## src/rtl/cwr_pkg.sv

```systemverilog
package cwr_pkg;

    typedef enum logic [2:0] {
        MODE_EXCL    = 3'd0,
        MODE_PRIO    = 3'd1,
        MODE_COMMON  = 3'd2,
        MODE_ANY     = 3'd3,
        MODE_COMBINE = 3'd4
    } cw_mode_e;

    typedef enum logic [2:0] {
        OP_SUM = 3'd0,
        OP_MAX = 3'd1,
        OP_MIN = 3'd2,
        OP_AND = 3'd3,
        OP_OR  = 3'd4,
        OP_XOR = 3'd5
    } cw_op_e;

    // How many lanes requested in a cycle
    typedef struct packed {
        logic none;
        logic single;
        logic multi;
    } occ_t;

    function automatic logic mode_known(input logic [2:0] m);
        return m <= 3'd4;
    endfunction

    function automatic logic op_known(input logic [2:0] o);
        return o <= 3'd5;
    endfunction

endpackage

```

## src/rtl/cwr_scan.sv

```systemverilog
module cwr_scan
    import cwr_pkg::*;
#(
    parameter int N = 4,
    parameter int W = 8
) (
    input  logic [N-1:0]   valid,
    input  logic [N*W-1:0] data,
    output occ_t           occ,
    output logic [W-1:0]   lo_data,
    output logic [W-1:0]   hi_data
);
    localparam int CW = $clog2(N + 1);

    logic [CW-1:0] cnt;

    always_comb begin
        cnt = '0;
        for (int i = 0; i < N; i++) begin
            cnt = cnt + CW'(valid[i]);
        end
    end

    assign occ.none   = (cnt == '0);
    assign occ.single = (cnt == CW'(1));
    assign occ.multi  = (cnt > CW'(1));

    // Lowest valid lane: scan downward so the last hit is the smallest index
    always_comb begin
        lo_data = '0;
        for (int i = N - 1; i >= 0; i--) begin
            if (valid[i]) lo_data = data[i*W +: W];
        end
    end

    // Highest valid lane: scan upward so the last hit is the largest index
    always_comb begin
        hi_data = '0;
        for (int i = 0; i < N; i++) begin
            if (valid[i]) hi_data = data[i*W +: W];
        end
    end

endmodule

```

## src/rtl/cwr_agree.sv

```systemverilog
module cwr_agree #(
    parameter int N = 4,
    parameter int W = 8
) (
    input  logic [N-1:0]   valid,
    input  logic [N*W-1:0] data,
    input  logic [W-1:0]   ref_data,
    output logic           all_same
);
    logic [N-1:0] mism;

    for (genvar g = 0; g < N; g++) begin : g_cmp
        assign mism[g] = valid[g] && (data[g*W +: W] != ref_data);
    end

    assign all_same = ~|mism;

endmodule

```

## src/rtl/cwr_reduce.sv

```systemverilog
module cwr_reduce
    import cwr_pkg::*;
#(
    parameter int N = 4,
    parameter int W = 8
) (
    input  logic [N-1:0]   valid,
    input  logic [N*W-1:0] data,
    input  logic [2:0]     op,
    output logic [W-1:0]   result
);
    // Invalid lanes present each operator's identity element
    logic [W-1:0] r_sum, r_max, r_min, r_and, r_or, r_xor;

    always_comb begin
        r_sum = '0;
        r_max = '0;
        r_min = '1;
        r_and = '1;
        r_or  = '0;
        r_xor = '0;
        for (int i = 0; i < N; i++) begin
            if (valid[i]) begin
                r_sum = r_sum + data[i*W +: W];
                if (data[i*W +: W] > r_max) r_max = data[i*W +: W];
                if (data[i*W +: W] < r_min) r_min = data[i*W +: W];
                r_and = r_and & data[i*W +: W];
                r_or  = r_or  | data[i*W +: W];
                r_xor = r_xor ^ data[i*W +: W];
            end
        end
    end

    always_comb begin
        case (op)
            OP_SUM:  result = r_sum;
            OP_MAX:  result = r_max;
            OP_MIN:  result = r_min;
            OP_AND:  result = r_and;
            OP_OR:   result = r_or;
            OP_XOR:  result = r_xor;
            default: result = '0;
        endcase
    end

endmodule

```

## src/rtl/cw_resolver.sv

```systemverilog
module cw_resolver
    import cwr_pkg::*;
#(
    parameter int N = 4,
    parameter int W = 8
) (
    input  logic           clk,
    input  logic           rst,
    input  logic [N-1:0]   req_valid,
    input  logic [N*W-1:0] req_data,
    input  logic [2:0]     mode,
    input  logic [2:0]     op,
    output logic           wr_commit,
    output logic [W-1:0]   wr_data,
    output logic           wr_err
);
    occ_t         occ;
    logic [W-1:0] lo_data, hi_data, red_data;
    logic         same;

    logic         nx_commit, nx_err;
    logic [W-1:0] nx_data;

    cwr_scan #(.N(N), .W(W)) u_scan (
        .valid   (req_valid),
        .data    (req_data),
        .occ     (occ),
        .lo_data (lo_data),
        .hi_data (hi_data)
    );

    cwr_agree #(.N(N), .W(W)) u_agree (
        .valid    (req_valid),
        .data     (req_data),
        .ref_data (lo_data),
        .all_same (same)
    );

    cwr_reduce #(.N(N), .W(W)) u_reduce (
        .valid  (req_valid),
        .data   (req_data),
        .op     (op),
        .result (red_data)
    );

    always_comb begin
        nx_commit = 1'b0;
        nx_err    = 1'b0;
        nx_data   = '0;
        if (!occ.none) begin
            if (!mode_known(mode)) begin
                nx_err = 1'b1;
            end else if (occ.single) begin
                nx_commit = 1'b1;
                nx_data   = lo_data;
            end else begin
                case (cw_mode_e'(mode))
                    MODE_EXCL: nx_err = 1'b1;
                    MODE_PRIO: begin
                        nx_commit = 1'b1;
                        nx_data   = hi_data;
                    end
                    MODE_COMMON: begin
                        nx_commit = same;
                        nx_err    = !same;
                        nx_data   = same ? lo_data : '0;
                    end
                    MODE_ANY: begin
                        nx_commit = 1'b1;
                        nx_data   = lo_data;
                    end
                    MODE_COMBINE: begin
                        nx_commit = op_known(op);
                        nx_err    = !op_known(op);
                        nx_data   = op_known(op) ? red_data : '0;
                    end
                    default: nx_err = 1'b1;
                endcase
            end
        end
    end

    always_ff @(posedge clk) begin
        if (rst) begin
            wr_commit <= 1'b0;
            wr_err    <= 1'b0;
            wr_data   <= '0;
        end else begin
            wr_commit <= nx_commit;
            wr_err    <= nx_err;
            wr_data   <= nx_data;
        end
    end

endmodule

```

## config.mk

```make
export PLATFORM = sky130hd
export DESIGN_NAME = cw_resolver
export DESIGN_NICKNAME = d
export VERILOG_FILES = /design/src/rtl/cwr_pkg.sv /design/src/rtl/cwr_scan.sv /design/src/rtl/cwr_agree.sv /design/src/rtl/cwr_reduce.sv /design/src/rtl/cw_resolver.sv
export SDC_FILE = /design/constraint.sdc
export NUM_CORES = 1
export LEC_CHECK = 0
export BUFFER_PORTS_ARGS = -buffer_cell sky130_fd_sc_hd__buf_2
export CAP_MARGIN = 15
export CELL_PAD_IN_SITES_DETAIL_PLACEMENT = 1
export CELL_PAD_IN_SITES_GLOBAL_PLACEMENT = 1
export CORE_AREA = 2 2 148 92
export DETAILED_ROUTE_END_ITERATION = 6
export DIE_AREA = 0 0 150 94
export GPL_TIMING_DRIVEN = 0
export HOLD_SLACK_MARGIN = 0.08
export PLACE_DENSITY_LB_ADDON = 0.1
export REMOVE_ABC_BUFFERS = 1
export SYNTH_ARGS = -nofsm -noshare
export SYNTH_HDL_FRONTEND = slang
export SYNTH_SLANG_ARGS = --single-unit
```

## constraint.sdc

```tcl
create_clock -name clk -period 5.4 [get_ports clk]
set_input_delay 0.27 -clock clk [delete_from_list [all_inputs] [get_ports clk]]
set_output_delay 0.27 -clock clk [all_outputs]
set_load 0.01 [all_outputs]
```

==> results_dict.tcl, run 1 <==
set metrics [dict create \
    end_kind "flip-flop" \
    synth_top_area_share_pct 18.4 \
    fmax_ghz 0.181 \
    cp_max_fo 8 \
    setup_viol 5 \
    synthArstFlopShare_pct 0 \
    post-route-util_pct 52.0 \
    worstMarginPinSlew_ps 1190 \
    cts_tree "yes" \
    synth_flop_cell "dfxtp_1" \
    rows 32 \
    ys_ff_latch 10 \
    synth.largest_area_cell "ha_1" \
    num-fill-cells 1558 \
    final_max_slew_viol_count 0 \
    grt_pass1_vias 6116 \
    violations "setup timing" \
    clk_pin_slew_worst_paths_ps 40 \
    arrival_ps 5630 \
    coreArea_um2 12700 \
    min_from "mode[0]" \
    fin_tns_setup_ps -319 \
    placed_area_um2 5480 \
    wl_per_cell_um 26.1 \
    dp.cells 894 \
    maxSlewHeadroom_pct 19.8 \
    rsz0062_at_grt "true" \
    nets 907 \
    numCtsBuffers 3 \
    powerDensity_nw_per_um2 169 \
    place.port_buffers 53 \
    period_share_pct 102 \
    hold_viol_final 0 \
    worstHoldPathType "in -> reg" \
    cts_hold_buf 0 \
    gp_congestion 0.973 \
    period_needed_ps 5520 \
    hold_end "wr_commit" \
    p_leak_uw 0.00289 \
    fp.dieW_um 150 \
    initial_core_util_pct 40.8 \
    hold-worst-slack_ps 447 \
    syn_area_um2 5160 \
    yosysWarnings 0 \
    synth_area_leaders "ha_1, xnor2_1, a21oi_1" \
    cts_root_buffer "clkbuf_16" \
    cts_buffer_depth 2 \
    setup_slack_ps -118 \
    grt.total_usage_pct 33.7 \
    irDropWorstVdd_mv 0.0905 \
    multi_input_area_um2 5080 \
    antenna_found_initial 1 \
    finalWirelength_um 24900 \
    drt_iter0_drc 546 \
    place.detailed.hpwl_um 17600 \
    drive_above_1_share_pct 27.6 \
    avgViaCountPerCell 6.52 \
    path_class "in -> reg" \
    ys_seq_area_share_pct 3.88 \
    avgSynthCellArea_um2 7.33 \
    final_area_um2 6580 \
    holdPathStages 3 \
    ys_top_cells_by_count "ha_1, nand2_1, nor2_1, inv_1, a21oi_1" \
    die_area_um2 14100 \
    startpoint_type "input pin" \
    area.growth.synth_to_final_pct 27.7 \
    seq_area_um2 200 \
    synth.most_common_cell "ha_1" \
    die_h_um 94 \
    status "finished with violations" \
    maxCapViolations 0 \
    final_cells 953 \
    required_ps 5510 \
    vias 6209 \
    htreeDepth 1 \
    yosysUniqueCellTypes 76 \
    io-pin-count 54 \
    grt_pass1_wl_um 36000 \
    cts.sinks 10 \
    grt_max_degree 49 \
    syn_inst 703 \
    ant_nets 0 \
    drtPass1Iterations 4 \
    overflow 0 \
    synth_edf_count 0 \
    drcViolationCount 0 \
]
-- through the flow --
stage	total power, µW	setup slack (ps)
2_1_floorplan	539	-0.783
4_1_cts	1010	-1.57
3_3_place_gp	739	-2760
5_1_grt	1180	-222
6_report	1120	-118
3_5_place_dp	774	-2060
-- worst max path at each step --
stage | slack (ps) | end | depth (start not counted) | startpoint
4_1_cts | -2 | wr_data[0] | 24 | req_valid[0]
3_3_place_gp | -2760 | wr_data[6] | 25 | req_valid[0]
2_1_floorplan | -0.8 | wr_data[0] | 20 | req_valid[0]
6_report | -120 | wr_data[7] | 26 | req_valid[0]
5_1_grt | -220 | wr_data[7] | 28 | req_valid[0]
3_5_place_dp | -2060 | wr_data[0] | 21 | req_valid[0]
-- routing by layer --
| layer | wire length [µm] | vias to the layer above | track usage [%] |
|---|---|---|---|
| met5 | 0 | - | 0 |
| met4 | 575 | 0 | 7.23 |
| met3 | 2350 | 43 | 7.96 |
| met2 | 10800 | 326 | 52.9 |
| met1 | 11200 | 3061 | 46.9 |
| li1 | - | 2779 | - |
-- placed cells by master (no fill, tap or decap), drive strengths merged, types with 5 or more instances in the layout --
master  count
nand3       7
buf       106
ha         76
nor2b      14
a211o       9
a211oi     15
nand2      58
o21a        8
a21boi      5
nand2b      5
o21ai      43
o211ai     13
a221oi      9
nor3       20
mux2       12
inv        53
xor2       17
clkbuf      5
dfxtp      10
mux2i      20
nor4        8
nand3b      9
a31oi       5
or2         5
o22ai       8
and2        8
nor2       53
a311oi      8
nand4      14
a21o       12
xnor2      36
nor3b       7
a21oi      50
-- area by class of cell --
cell class | count | share of cell area, %
flip-flops and latches | 10 | 3.04
inverters | 54 | 3.08
multi-input cells | 606 | 77.2
clock buffers | 4 | 1.35
repair buffers | 108 | 12.1
well taps | 170 | 3.23
diodes | 1 | 0.0380
-- state kept, by name, summed over array words and instances, names as in the netlist --
signal / flops
wr_data: 8
wr_err: 1
wr_commit: 1
-- power breakdown --
part	switching (µW)	internal, µW
clock	35.8	111
combinational	517	369
sequential	1.21	80.7
-- logic make-up (layout without fill, tap and decap cells) --
logic type | count (synthesis) | after routing | synth area share, %
adders and majority gates | 80 | 80 | 20.0
muxes | 32 | 32 | 6.50
DFF | 10 | 10 | 3.88
buffers and inverters | 87 | 166 | 7.23
xor gates and xnor gates | 53 | 53 | 9.00
and+or+nand+nor | 222 | 222 | 22.3
AOI/OAI and AO/OA | 219 | 219 | 31.1
other | 0 | 1 | 0
-- worst max-delay path, stage by stage --
cell and delay, ps:
buf_16 130, nor2b_4 140, ha_4 260, o211ai_1 110, o21bai_4 200, a21oi_4 220
or2_4 310, mux2i_4 330, inv_2 70, ha_4 270, and4_1 350, o221a_4 260
a21oi_4 70, buf_12 160, buf_4 140, mux2i_4 180, ha_1 290, nand4_1 250
nor2_1 110, o21ai_1 110, o41ai_2 90, a311o_2 470, nor2_2 150, a211oi_1 70
a211o_1 290, a221o_1 320
-- what timing repair did --
action                                  CTS  global route
gates resized for setup                  61            56
buffers inserted                         36            15
pin swaps                                21            31
endpoints found under the setup margin    8             8
gates cloned                              1             2
Power figures use the tool's default switching activity.
==> inputs of run 2 (changes only) <==
Settings changed: CELL_PAD_IN_SITES_DETAIL_PLACEMENT 1 to not set, CELL_PAD_IN_SITES_GLOBAL_PLACEMENT 1 to not set, CORE_AREA 2 2 148 92 to 2 2 127 80, DIE_AREA 0 0 150 94 to 0 0 129 82, PLACE_DENSITY set to 0.78, PLACE_DENSITY_LB_ADDON 0.1 to not set.
==> run 2 against run 1 <==
Hold slack worse by 67 ps. Sequential share of layout area up 0.22 points. Critical path depth unchanged. Global-route usage up 3.6 points. Largest cell class unchanged. Non-clock buffer count down 20. Clock-buffer cell count down 1. Critical endpoint is now wr_data[0]. Wire length down 18%. Total power down 10%. Fmax up 0.85%. Sequential cell count unchanged. The run ends with DRC, setup timing left.
==> results_dict.tcl, run 2 (synthesis gave the netlist of run 1 again) <==
set metrics [dict create \
    setup_slack_ps -71.8 \
    io-pin-count 54 \
    switching_power_uw 502 \
    placed_area_um2 5430 \
    overflow 0 \
    setup_viol 5 \
    period_needed_ps 5470 \
    p_int_uw 502 \
    p_sw_share_pct 50.0 \
    arrival_ps 5600 \
    antenna_found_initial 0 \
    path_class "in -> reg" \
    finalWirelength_um 20500 \
    cts_root_buffer "clkbuf_16" \
    final_max_slew_viol_count 0 \
    worstMarginPinSlew_ps 1210 \
    required_ps 5530 \
    cts_buffer_depth 2 \
    layout_common_cells "ha_1, nand2_1, nor2_1" \
    die_h_um 82 \
    cp_max_fo 15 \
    grt_pass1_vias 5502 \
    clk_pin_slew_worst_paths_ps 40 \
    grt_max_degree 49 \
    p_seq_share_pct 8.2 \
    top_regs "wr_data: 8 flops, wr_commit: 1 flops, wr_err: 1 flops" \
    htreeDepth 1 \
    nets 887 \
    startpoint_type "input pin" \
    holdPathStages 3 \
    grt.total_usage_pct 37.3 \
    p_clk_share_pct 13.7 \
    wl_per_cell_um 22.9 \
    grt_use_met2_pct 57.8 \
    grt-busiest-layer "met2" \
    grt_pass1_wl_um 30000 \
    ant_nets 0 \
    hold_viol_final 0 \
    largest_reg_flops 8 \
    p_leak_uw 0.00274 \
    period_share_pct 101 \
    fp.dieW_um 129 \
    post-place-ws_ps -1970 \
    vias 6101 \
    initial_core_util_pct 54.3 \
    drcViolationCount 1 \
    layout_commonest_cell "ha_1" \
    status "finished with violations" \
    fmax_ghz 0.183 \
    use_met3_pct 7.75 \
    die_area_um2 10600 \
    final_area_um2 6140 \
    violations "DRC, setup timing" \
    pwr-share-comb_pct 78.1 \
    drive_above_1_share_pct 23.5 \
    irDropWorstVdd_mv 0.119 \
    end_kind "flip-flop" \
    gp_congestion 1.01 \
    drtPass1Iterations 7 \
    cts_hold_buf 0 \
    area.growth.synth_to_final_pct 19.1 \
    numCtsBuffers 3 \
    maxSlewHeadroom_pct 19.0 \
    maxCapViolations 0 \
    place.port_buffers 53 \
    met1_usage_pct 51.6 \
    powerDensity_nw_per_um2 163 \
    coreArea_um2 9490 \
    avgViaCountPerCell 6.81 \
    regMostFlops "wr_data" \
    rows 28 \
    worstHoldPathType "in -> reg" \
    place.detailed.hpwl_um 14900 \
    cts.sinks 10 \
    antenna_cells 0 \
    cts_tree "yes" \
    drt_iter0_drc 734 \
]
==> run 2: power by group through the flow <==
stage          clock network [µW]  registers (µW)  logic [µW]
3_5_place_dp                    0            83.4         661
3_3_place_gp                    0            83.0         640
5_1_grt                       143            82.6         844
2_1_floorplan                   0            87.1         452
4_1_cts                       139            82.2         694
6_report                      138            82.1         784
==> run 2: metrics by stage <==
step	utilization (%)	setup TNS (ps)	std cells	total power (µW)	hold slack (ps)
floorplan	-	-0.783	670	539	470
global placement	57.1	-20720	858	723	638
detailed placement	57.2	-15170	859	744	632
CTS	60.3	0	876	915	376
global route	64.7	-826	896	1070	407
finish	64.7	-178	896	1000	379
==> run 2: critical path: stages <==
cell and delay (ps):
buf_16 130, nor2b_2 190, ha_1 280, nand4_1 210
a21oi_4 230, or2_4 260, nor2_1 100, a21oi_2 190
inv_1 70, ha_1 210, a211o_1 360, nor2_1 110
o211ai_1 160, a21oi_4 280, buf_6 140, mux2_2 350
ha_1 290, o211ai_1 250, nor2_1 90, o21ai_1 100
o41ai_2 90, a311o_2 430, mux2i_1 170, nor2_1 60
o31a_1 320, a221o_1 270
==> run 2: worst paths after layout <==
path / to / startpoint / slack [ps]
max: wr_data[0] / req_valid[0] / -70
min: wr_err / rst / 380
==> run 2: area by class of cell <==
class | count | area (µm²)
timing repair buffer | 88 | 584
tap | 135 | 169
multi-input combinational | 606 | 4910
clock buffer | 3 | 75.1
sequential | 10 | 200
fill | 815 | 3350
inverter | 54 | 203
==> run 2: timing repair <==
action	in CTS	in global routing
endpoints found under the setup margin	8	8
pin swaps	8	18
resized for setup	32	49
cloned	0	1
buffers inserted	14	19
==> run 2: routing by layer <==
metal / wire length, µm / part of all wire, %
met2: 8580 / 42
met3: 2670 / 13
met1: 8620 / 42
met4: 629 / 3.1
met5: 0 / 0
